===== src/rtl/bcd_ratio_pkg.sv =====
package bcd_ratio_pkg;
  localparam int unsigned DEC_W   = 4;
  localparam int unsigned DEC_MAX = 9;

  typedef logic [DEC_W-1:0] dec_digit_t;

  function automatic dec_digit_t clamp_digit(input dec_digit_t d);
    return (d > dec_digit_t'(DEC_MAX)) ? dec_digit_t'(DEC_MAX) : d;
  endfunction
endpackage


===== src/rtl/ratio_prog_clean.sv =====
module ratio_prog_clean
  import bcd_ratio_pkg::*;
#(
  parameter int unsigned LOW_DIGITS = 3,
  parameter int unsigned TOP_W      = 2,
  localparam int unsigned PROG_W    = TOP_W + DEC_W * LOW_DIGITS
) (
  input  logic [PROG_W-1:0] raw_i,
  output logic [PROG_W-1:0] clean_o
);
  logic [PROG_W-1:0] clamped;

  for (genvar g = 0; g < LOW_DIGITS; g++) begin : g_low
    assign clamped[DEC_W*g +: DEC_W] = clamp_digit(raw_i[DEC_W*g +: DEC_W]);
  end
  assign clamped[PROG_W-1 -: TOP_W] = raw_i[PROG_W-1 -: TOP_W];

  // an all-zero program behaves as divide-by-1
  always_comb begin
    clean_o = clamped;
    if (clamped == '0) clean_o = PROG_W'(1);
  end
endmodule


===== src/rtl/ratio_digit.sv =====
module ratio_digit #(
  parameter int unsigned W       = 4,
  parameter int unsigned MAX     = 9,
  parameter int unsigned RST_VAL = 0
) (
  input  logic         clk_i,
  input  logic         rst_ni,
  input  logic         load_i,
  input  logic [W-1:0] load_val_i,
  input  logic         dec_i,
  output logic [W-1:0] digit_o,
  output logic         borrow_o
);
  logic [W-1:0] digit_q;

  always_ff @(posedge clk_i or negedge rst_ni) begin
    if (!rst_ni)     digit_q <= W'(RST_VAL);
    else if (load_i) digit_q <= load_val_i;
    else if (dec_i)  digit_q <= (digit_q == '0) ? W'(MAX) : digit_q - W'(1);
  end

  assign digit_o  = digit_q;
  assign borrow_o = dec_i & (digit_q == '0);

  if (MAX < (2**W) - 1) begin : g_bound_chk
    AST_DIGIT_BOUND: assert property (@(posedge clk_i) disable iff (!rst_ni)
      digit_q <= W'(MAX));
  end
endmodule


===== src/rtl/bcd_ratio_div.sv =====
module bcd_ratio_div
  import bcd_ratio_pkg::*;
#(
  parameter int unsigned LOW_DIGITS = 3,
  parameter int unsigned TOP_W      = 2,
  localparam int unsigned PROG_W    = TOP_W + DEC_W * LOW_DIGITS
) (
  input  logic              clk_i,
  input  logic              rst_ni,
  input  logic [PROG_W-1:0] ratio_bcd_i,
  output logic              pulse_o
);
  localparam int unsigned NDIG = LOW_DIGITS + 1;

  logic [PROG_W-1:0] prog_clean;
  logic [PROG_W-1:0] cnt_flat;
  logic [NDIG:0]     dec_chain;
  logic              terminal;
  logic              pulse_q;

  ratio_prog_clean #(
    .LOW_DIGITS(LOW_DIGITS),
    .TOP_W     (TOP_W)
  ) i_clean (
    .raw_i  (ratio_bcd_i),
    .clean_o(prog_clean)
  );

  assign terminal     = (cnt_flat == PROG_W'(1));
  assign dec_chain[0] = ~terminal;

  for (genvar g = 0; g < NDIG; g++) begin : g_dig
    if (g < LOW_DIGITS) begin : g_dec
      ratio_digit #(
        .W      (DEC_W),
        .MAX    (DEC_MAX),
        .RST_VAL((g == 0) ? 1 : 0)
      ) i_digit (
        .clk_i     (clk_i),
        .rst_ni    (rst_ni),
        .load_i    (terminal),
        .load_val_i(prog_clean[DEC_W*g +: DEC_W]),
        .dec_i     (dec_chain[g]),
        .digit_o   (cnt_flat[DEC_W*g +: DEC_W]),
        .borrow_o  (dec_chain[g+1])
      );
    end else begin : g_top
      ratio_digit #(
        .W      (TOP_W),
        .MAX    ((2**TOP_W) - 1),
        .RST_VAL(0)
      ) i_digit (
        .clk_i     (clk_i),
        .rst_ni    (rst_ni),
        .load_i    (terminal),
        .load_val_i(prog_clean[PROG_W-1 -: TOP_W]),
        .dec_i     (dec_chain[g]),
        .digit_o   (cnt_flat[PROG_W-1 -: TOP_W]),
        .borrow_o  (dec_chain[g+1])
      );
    end
  end

  always_ff @(posedge clk_i or negedge rst_ni) begin
    if (!rst_ni) pulse_q <= 1'b0;
    else         pulse_q <= terminal;
  end

  assign pulse_o = pulse_q;

  AST_RELOAD_VALUE: assert property (@(posedge clk_i) disable iff (!rst_ni)
    pulse_o |-> (cnt_flat == $past(prog_clean)));
  AST_COUNT_NONZERO: assert property (@(posedge clk_i) disable iff (!rst_ni)
    cnt_flat != '0);
  AST_UNIT_CONTINUOUS: assert property (@(posedge clk_i) disable iff (!rst_ni)
    (pulse_o && cnt_flat == PROG_W'(1)) |=> pulse_o);

  for (genvar g = 0; g < LOW_DIGITS; g++) begin : g_clean_chk
    AST_CLEAN_DIGIT: assert property (@(posedge clk_i) disable iff (!rst_ni)
      prog_clean[DEC_W*g +: DEC_W] <= dec_digit_t'(DEC_MAX));
  end
endmodule


===== config.mk =====
export PLATFORM = sky130hd
export DESIGN_NAME = bcd_ratio_div
export DESIGN_NICKNAME = d
export VERILOG_FILES = /design/src/rtl/bcd_ratio_pkg.sv /design/src/rtl/ratio_prog_clean.sv /design/src/rtl/ratio_digit.sv /design/src/rtl/bcd_ratio_div.sv
export SDC_FILE = /design/constraint.sdc
export NUM_CORES = 1
export LEC_CHECK = 0
export BUFFER_PORTS_ARGS = -buffer_cell sky130_fd_sc_hd__buf_2
export CAP_MARGIN = 20
export CORE_MARGIN = 2
export CORE_UTILIZATION = 40
export CTS_CLUSTER_SIZE = 16
export DETAILED_ROUTE_END_ITERATION = 6
export HOLD_SLACK_MARGIN = 0.03
export SYNTH_ARGS = -nofsm -noshare
export SYNTH_HDL_FRONTEND = slang
export SYNTH_HIERARCHICAL = 1
export SYNTH_SLANG_ARGS = --single-unit

===== constraint.sdc =====
create_clock -name clk_i -period 3.6 [get_ports clk_i]
set_input_delay 0.18 -clock clk_i [delete_from_list [all_inputs] [get_ports clk_i]]
set_output_delay 0.18 -clock clk_i [all_outputs]
set_load 0.02 [all_outputs]

# After elaboration in Yosys (flattened, before gate mapping)
# Cells that the tools add are included.
dict set report classes {
  mux 15
  n_eq_ne 1
  bitwise_logic 4
  multipliers 0
  reduce_logical 8
  n_addsub 4
  n_lt_le_gt_ge 3
  shifts 0
  div 0
}
# operator count
set ops {}
lappend ops {{$mux W4} 11}
lappend ops {{$eq A14 B1 Y1 const B} 1}
lappend ops {{$logic_not A14 Y1} 1}
lappend ops {{$mux W14} 1}
lappend ops {{$gt A4 B4 Y1 const B} 3}
lappend ops {{$logic_not A4 Y1} 3}
lappend ops {{$sub A4 B1 Y4 const B} 3}
lappend ops {{$mux W2} 3}
lappend ops {{$reduce_bool A2 Y1} 3}
lappend ops {{$and A1 B1 Y1} 3}
lappend ops {{$logic_not A2 Y1} 1}
lappend ops {{$sub A2 B1 Y2 const B} 1}
lappend ops {{$not A1 Y1} 1}
dict set report totals {
  memories 0
  ram_bits 0
  mem_bits_ro 0
  latchBits 0
  ff_bits 15
  out_inout_bits 1
}

# Longest topological paths before layout
# Gate-level depths: netlist of the first run.
dict set report logic_depth {
  ltp_word 7
  mapped_depth 10
}

# Cells and area by module
# Netlist of the first run, hierarchy kept.
# mod area_each_um2 instances cells_each
set by_module_without_submodules {}
lappend by_module_without_submodules {{ratio_digit at g_dig[1].g_dec.i_digit ...} 231.5 2 22}
lappend by_module_without_submodules {{ratio_digit at g_dig[0].g_dec.i_digit} 232.7 1 22}
lappend by_module_without_submodules {ratio_prog_clean 130.1 1 22}
lappend by_module_without_submodules {{ratio_digit at g_dig[3].g_top.i_digit} 121.4 1 13}
lappend by_module_without_submodules {bcd_ratio_div 83.8 1 7}

# Worst setup path before layout of the first run
# Ideal clock, no wire load.
dict set report synth_timing {
  path_kind {reg2reg}
  start {register g_dig[0].g_dec.i_digit.digit_q[0]}
  end {register g_dig[3].g_top.i_digit.digit_q[1]}
  arrival_time_ps 2492
  setup_time_ps 124
  path_buffers 0
  slack_ps 984
  path_stages_with_launch 11
  cell_sequence {dfstp_2 nor4b_2 nand4_1 nor4b_4 nor2b_1 nor4b_4 nor2b_1 nor4b_4 nor2b_1 nor2b_1 o31a_1}
}
dict set report synth_between {
  elab_chain_len 6
}
# item line
set synth_lines {}
lappend synth_lines {{start, declared} ratio_digit.sv:14} ;# logic [W-1:0] digit_q;
lappend synth_lines {{start signal, assigned} ratio_digit.sv:17} ;# if (!rst_ni) digit_q <= W'(RST_VAL);
lappend synth_lines {{start signal, assigned} ratio_digit.sv:18} ;# else if (load_i) digit_q <= load_val_i;
lappend synth_lines {{start signal, assigned} ratio_digit.sv:19} ;# else if (dec_i) digit_q <= (digit_q == '0) ? W'(MAX) : digit_q - W'(1);
lappend synth_lines {{$eq A14 B1 Y1} bcd_ratio_div.sv:29} ;# assign terminal = (cnt_flat == PROG_W'(1));
lappend synth_lines {{$not A1 Y1} bcd_ratio_div.sv:30} ;# assign dec_chain[0] = ~terminal;
lappend synth_lines {{named net dec_chain[0]} bcd_ratio_div.sv:17} ;# logic [NDIG:0] dec_chain;
lappend synth_lines {{$and A1 B1 Y1} ratio_digit.sv:23} ;# assign borrow_o = dec_i & (digit_q == '0);
lappend synth_lines {{named net dec_chain[1]} bcd_ratio_div.sv:17}
lappend synth_lines {{$and A1 B1 Y1} ratio_digit.sv:23}
lappend synth_lines {{named net dec_chain[2]} bcd_ratio_div.sv:17}
lappend synth_lines {{$and A1 B1 Y1} ratio_digit.sv:23}
lappend synth_lines {{named net dec_chain[3]} bcd_ratio_div.sv:17}
lappend synth_lines {{$reduce_bool A2 Y1 (no line)} -}
lappend synth_lines {{end signal, assigned} ratio_digit.sv:17}
lappend synth_lines {{end signal, assigned} ratio_digit.sv:18}
lappend synth_lines {{end signal, assigned} ratio_digit.sv:19}
lappend synth_lines {{end, declared} ratio_digit.sv:14}
# The timed path passes the listed nets, and every way through them passes these cells.
# A chain may end at the register's enable or synchronous reset.

# Final worst setup path of the first run
dict set report layout_timing {
  start {register g_dig[2].g_dec.i_digit.digit_q[0]}
  end {register g_dig[3].g_top.i_digit.digit_q[1]}
}
dict set report layout_between {
  elab_chain_len 6
}
# item line
set layout_lines {}
lappend layout_lines {{start, declared} ratio_digit.sv:14}
lappend layout_lines {{start signal, assigned} ratio_digit.sv:17}
lappend layout_lines {{start signal, assigned} ratio_digit.sv:18}
lappend layout_lines {{start signal, assigned} ratio_digit.sv:19}
lappend layout_lines {{$eq A14 B1 Y1} bcd_ratio_div.sv:29}
lappend layout_lines {{$not A1 Y1} bcd_ratio_div.sv:30}
lappend layout_lines {{named net dec_chain[0]} bcd_ratio_div.sv:17}
lappend layout_lines {{$and A1 B1 Y1} ratio_digit.sv:23}
lappend layout_lines {{named net dec_chain[1]} bcd_ratio_div.sv:17}
lappend layout_lines {{$and A1 B1 Y1} ratio_digit.sv:23}
lappend layout_lines {{named net dec_chain[2]} bcd_ratio_div.sv:17}
lappend layout_lines {{$and A1 B1 Y1} ratio_digit.sv:23}
lappend layout_lines {{named net dec_chain[3]} bcd_ratio_div.sv:17}
lappend layout_lines {{$reduce_bool A2 Y1 (no line)} -}
# The timed path passes the listed nets, and every way through them passes these cells.

==> impl_metrics.ini, run 1 <==
[final_layout]
drive_above_1_share = 0.268
area_growth_pct = 13.3
design_area_sq_um = 1160
nets = 141
final_core_util = 0.473
fill_cells = 240
regArea_sq_um = 377
multi_input_area_sq_um = 622
diodes = 0

[synth]
avgSynthCellArea_sq_um = 9.58
syn_area_sq_um = 1020
synth-warning-count = 6
syn_inst = 107
synthesis.nets = 124

[clock_tree]
cts_sinks = 15
cts_buffers = 3
cts_tree = done
cts_setup_buffers = 0
clk_path_buf_depth = 2
htree_num_levels = 1
clock_latency_ns = 0.30
root_buffer = clkbuf_4
clkTransAtPathRegs_ns = 0.10
cts_resized = 0

[timing]
finalClockSkew_ns = 0.0103
setup_tns_ns = 0
slew_headroom = 0.419
finalCriticalPeriod_ns = 2.91
max_freq_mhz = 344
setup_viol = 0
drv_slew = 0
finalHoldViolations = 0
rsz0062_at_grt = no
tightest_slew_ns = 0.871
fin_crit_sh = 0.807

[min_path]
hold_class = in -> reg

[pwr]
cellLeakagePower_nw = 0.421
ir_worst_vdd_mv = 0.148
power_density_nw_per_um2 = 253

[detailed_routing]
drt_iter0_drc = 6
drc = 0
first_pass_iters = 3
vias = 775
antenna_left = 0
drt-vias-per-instance = 5.07
routed_wl_microns = 2060
wl_per_cell_microns = 13.5

[global_route]
grt_max_degree = 30
grt_first_pass_wirelength_microns = 3420
grtUsageTotal = 0.170
grt_pass1_vias = 734
grt-ovfl-total = 0
antenna_found_initial = 0

[floorplanning]
core_region_area_sq_um = 2450
die_x_microns = 54.6
rows = 18
dieArea_sq_um = 2980
io_pins = 17
start_util = 0.417
fp.dieH_microns = 54.6

[place]
port_buffers = 16
place_area_sq_um = 1120
hpwl_microns = 1550
place.gp.congestion = 0.721

[worst_setup_path]
worst_setup_path_end_kind = register
start_kind = register
crit_type = reg -> reg
critPathArrivalTime_ns = 3.09
worstPathMaxFanout = 5
required_ns = 3.78

[run]
drv_cap = 0

[run_status]
status = finished clean
## routing by layer
metal / global-route usage / vias up / part of all wire
li1: - / 402 / -
met1: 0.224 / 356 / 0.51
met2: 0.254 / 13 / 0.44
met3: 0.0328 / 4 / 0.031
met4: 0.100 / 0 / 0.018
met5: 0 / - / 0
## placed cells by master (no fill, tap or decap)
cell / n
and4_1: 1
nor4_2: 3
nor4b_2: 1
nor4b_4: 3
nor4_1: 1
and2b_2: 2
clkinv_2: 1
ha_1: 1
nor2b_1: 12
dfstp_2: 1
mux2i_1: 3
nand3b_1: 1
nand4_1: 2
nand2_1: 10
clkbuf_4: 3
o21ai_1: 4
xnor2_1: 7
nor3b_2: 3
nor3_1: 1
buf_2: 16
dlygate4sd3_1: 1
and2b_1: 3
o21ai_0: 12
a21oi_1: 6
inv_1: 2
nand2b_1: 6
o31a_1: 1
nor2_1: 2
dfrtp_1: 14
## final timing paths
check | startpoint | to | slack [ns] | cells past startpoint
worst min-delay path | ratio_bcd_i[12] | g_dig[3].g_top.i_digit/digit_o[0]$_DFFE_PN0P_ | 0.13 | 3
worst min register to register | g_dig[0].g_dec.i_digit/digit_o[0]$_DFFE_PN1P_ | g_dig[0].g_dec.i_digit/digit_o[0]$_DFFE_PN1P_ | 0.64 | 2
min in group asynchronous | rst_ni | pulse_o$_DFF_PN0_ | 0.31 | 2
worst max-delay path | g_dig[2].g_dec.i_digit/digit_o[0]$_DFFE_PN0P_ | g_dig[3].g_top.i_digit/digit_o[1]$_DFFE_PN0P_ | 0.69 | 10
worst max register to register | g_dig[2].g_dec.i_digit/digit_o[0]$_DFFE_PN0P_ | g_dig[3].g_top.i_digit/digit_o[1]$_DFFE_PN0P_ | 0.69 | 10
max in group asynchronous | rst_ni | g_dig[0].g_dec.i_digit/digit_o[0]$_DFFE_PN1P_ | 2.99 | 2
## report_power, final
| part | internal, W | leakage [nW] | switching, W |
|---|---|---|---|
| Clock | 0.0000414 | 0.0177 | 0.0000609 |
| Combinational | 0.0000109 | 0.248 | 0.0000125 |
| Sequential | 0.000168 | 0.155 | 0 |
## metrics by stage
step / worst slack, ns / total power [W] / hold slack [ns] / instances
3_5_place_dp: 0.750 / 0.000195 / 0.115 / 148
6_report: 0.693 / 0.000294 / 0.133 / 153
4_1_cts: 0.689 / 0.000300 / 0.132 / 153
3_3_place_gp: 0.839 / 0.000195 / 0.114 / 148
5_1_grt: 0.403 / 0.000310 / 0.149 / 153
2_1_floorplan: 1.01 / 0.000180 / -0.116 / 107
## worst max-delay path: stages, from the launching register on
cell and delay (ns):
dfrtp_1 0.49, nor4_2 0.09, nand4_1 0.18, nor4b_4 0.26, nor2b_1 0.31, nor4b_4 0.28, nor2b_1 0.31, nor4b_4 0.28
nor2b_1 0.27, nor2b_1 0.08, o31a_1 0.24
## area by class of cell
class	instances	share of cell area
clock buffer	3	0.0194
clock inverter	1	0.00431
inverter	2	0.00647
multi-input combinational	85	0.536
sequential	15	0.324
tap	30	0.0323
timing repair buffer	17	0.0776
## what timing repair did
| action | CTS | global route |
|---|---|---|
| endpoints found under the hold margin | 14 | 0 |
| endpoints found under the setup margin | 0 | 0 |
| hold buffers | 1 | 0 |
## registers in the layout, summed over array words and instances (netlist names)
signal / count
g_dig.g_dec.i_digit/digit_o: 12
g_dig.g_top.i_digit/digit_o: 2
pulse_o: 1
Power figures use the tool's default switching activity.
==> run 2, diff against run 1 <==
==> constraint.sdc (replaced) <==
create_clock -name clk_i -period 2.9 [get_ports clk_i]
set_input_delay 0.145 -clock clk_i [delete_from_list [all_inputs] [get_ports clk_i]]
set_output_delay 0.145 -clock clk_i [all_outputs]
set_load 0.02 [all_outputs]
==> impl_metrics.ini, run 2 (same netlist as run 1, synthesis figures left out) <==
[run_status]
status = finished clean

[min_path]
hold_path_startpoint = ratio_bcd_i[12]
hold_class = in -> reg

[clock_tree]
cts_buffers = 3
clk_path_buf_depth = 2
cts_tree = done
clkTransAtPathRegs_ns = 0.09
root_buffer = clkbuf_4
clock_latency_ns = 0.28
cts_sinks = 15
htree_num_levels = 1

[detailed_routing]
drc = 0
routed_wl_microns = 2040
route.met3.wl_microns = 71
wl_met1_microns = 990
drt-vias-per-instance = 5.17
first_pass_iters = 4
drt_iter0_drc = 15
antenna_left = 0
wl_per_cell_microns = 13.1
vias = 801
met2_length_microns = 962
top_layer = met4

[run]
drv_cap = 0

[worst_setup_path]
crit_end = g_dig[3].g_top.i_digit/digit_o[1]$_DFFE_PN0P_
r2r-end = g_dig[3].g_top.i_digit/digit_o[1]$_DFFE_PN0P_
worst_setup_path_end_kind = register
crit_type = reg -> reg
worstPathMaxFanout = 5
start_kind = register
setup.worst_path.start = g_dig[1].g_dec.i_digit/digit_o[0]$_DFFE_PN0P_
r2r-start = g_dig[1].g_dec.i_digit/digit_o[0]$_DFFE_PN0P_
required_ns = 3.07
r2r_setup_slack_ns = 0.23
r2r.worst_path.cells = 10
critPathArrivalTime_ns = 2.84

[floorplanning]
dieArea_sq_um = 2980
die_x_microns = 54.6
start_util = 0.417
rows = 18
io_pins = 17
core_region_area_sq_um = 2450
fp.dieH_microns = 54.6

[place]
place.gp.congestion = 0.756
hpwl_microns = 1600
place_area_sq_um = 1140
port_buffers = 16

[final_layout]
area_growth_pct = 15.0
nets = 143
largest_reg_flops = 12
mostFrequentLayoutCells = 16 x buf_2, 13 x dfrtp_1, 12 x o21ai_0, 11 x nor2b_1, 10 x nand2_1
drive_above_1_share = 0.288
final_common_cell = buf_2
diodes = 0
design_area_sq_um = 1180

[timing]
setup_viol = 0
whs_ns = 0.104
finalClockSkew_ns = 0.00575
fin_crit_sh = 0.919
max_freq_mhz = 375
finalHoldViolations = 0
tightest_slew_ns = 0.349
slew_headroom = 0.767
drv_slew = 0
finalCriticalPeriod_ns = 2.67
setup_tns_ns = 0
rsz0062_at_grt = no

[pwr]
ir_worst_vdd_mv = 0.178
power_density_nw_per_um2 = 304
cellLeakagePower_nw = 0.429

[global_route]
grtUsageTotal = 0.165
grt-ovfl-total = 0
grt_pass1_vias = 787
antenna_found_initial = 0
grt_max_degree = 20
grt_first_pass_wirelength_microns = 3450
==> run 2: power breakdown <==
part	internal (W)	switching [W]	total, W
clock network	0.0000533	0.0000668	0.000120
logic	0.0000136	0.0000154	0.0000290
registers	0.000209	0	0.000209
total	0.000276	0.0000822	0.000358
==> run 2: layout make-up <==
type,count,area [sq um]
Fill cell,247,1280
Tap cell,30,37.5
Sequential cell,15,378
Inverter,2,7.51
Multi-Input combinational cell,85,624
Clock buffer,4,26.3
Timing Repair Buffer,19,105
==> run 2: worst min path at each step <==
stage | end | slack, ns | cells after the start
floorplan | g_dig[0].g_dec.i_digit/digit_o[1]$_DFFE_PN0P_ | -0.15 | 0
global placement | pulse_o$_DFF_PN0_ | 0.07 | 1
detailed placement | pulse_o$_DFF_PN0_ | 0.07 | 1
CTS | g_dig[3].g_top.i_digit/digit_o[0]$_DFFE_PN0P_ | 0.1 | 3
global route | g_dig[3].g_top.i_digit/digit_o[0]$_DFFE_PN0P_ | 0.14 | 3
finish | g_dig[3].g_top.i_digit/digit_o[0]$_DFFE_PN0P_ | 0.10 | 3
==> run 2: repair_timing <==
action                                 CTS  global route
hold buffers                             1             0
endpoints found under the hold margin   14             0
setup endpoints to repair                0             2
gates resized for setup                  0             2
buffers inserted                         0             0
==> run 2: stage by stage <==
stage	worst slack (ns)	utilization	power [W]	cells
after global routing	0.00132	0.480	0.000384	155
after global placement	0.261	0.464	0.000241	150
after floorplan	0.309	-	0.000223	107
after CTS	0.115	0.479	0.000364	155
final	0.235	0.480	0.000358	155
after detailed placement	0.156	0.464	0.000242	150
==> run 2: worst max-delay path: stages (launching register included) <==
cell     delay (ns)
dfrtp_1        0.49
nor4_2         0.09
nand4_1        0.17
nor4b_4        0.25
nor2b_2        0.26
nor4b_4        0.27
nor2b_1        0.21
nor4b_4        0.26
nor2b_1        0.25
nor2b_1        0.08
o31a_1         0.23
==> run 2: layer usage <==
metal / global-route usage / up-vias
li1: - / 408
met1: 0.213 / 378
met2: 0.276 / 13
met3: 0.0328 / 2
met4: 0.0500 / 0
met5: 0 / -
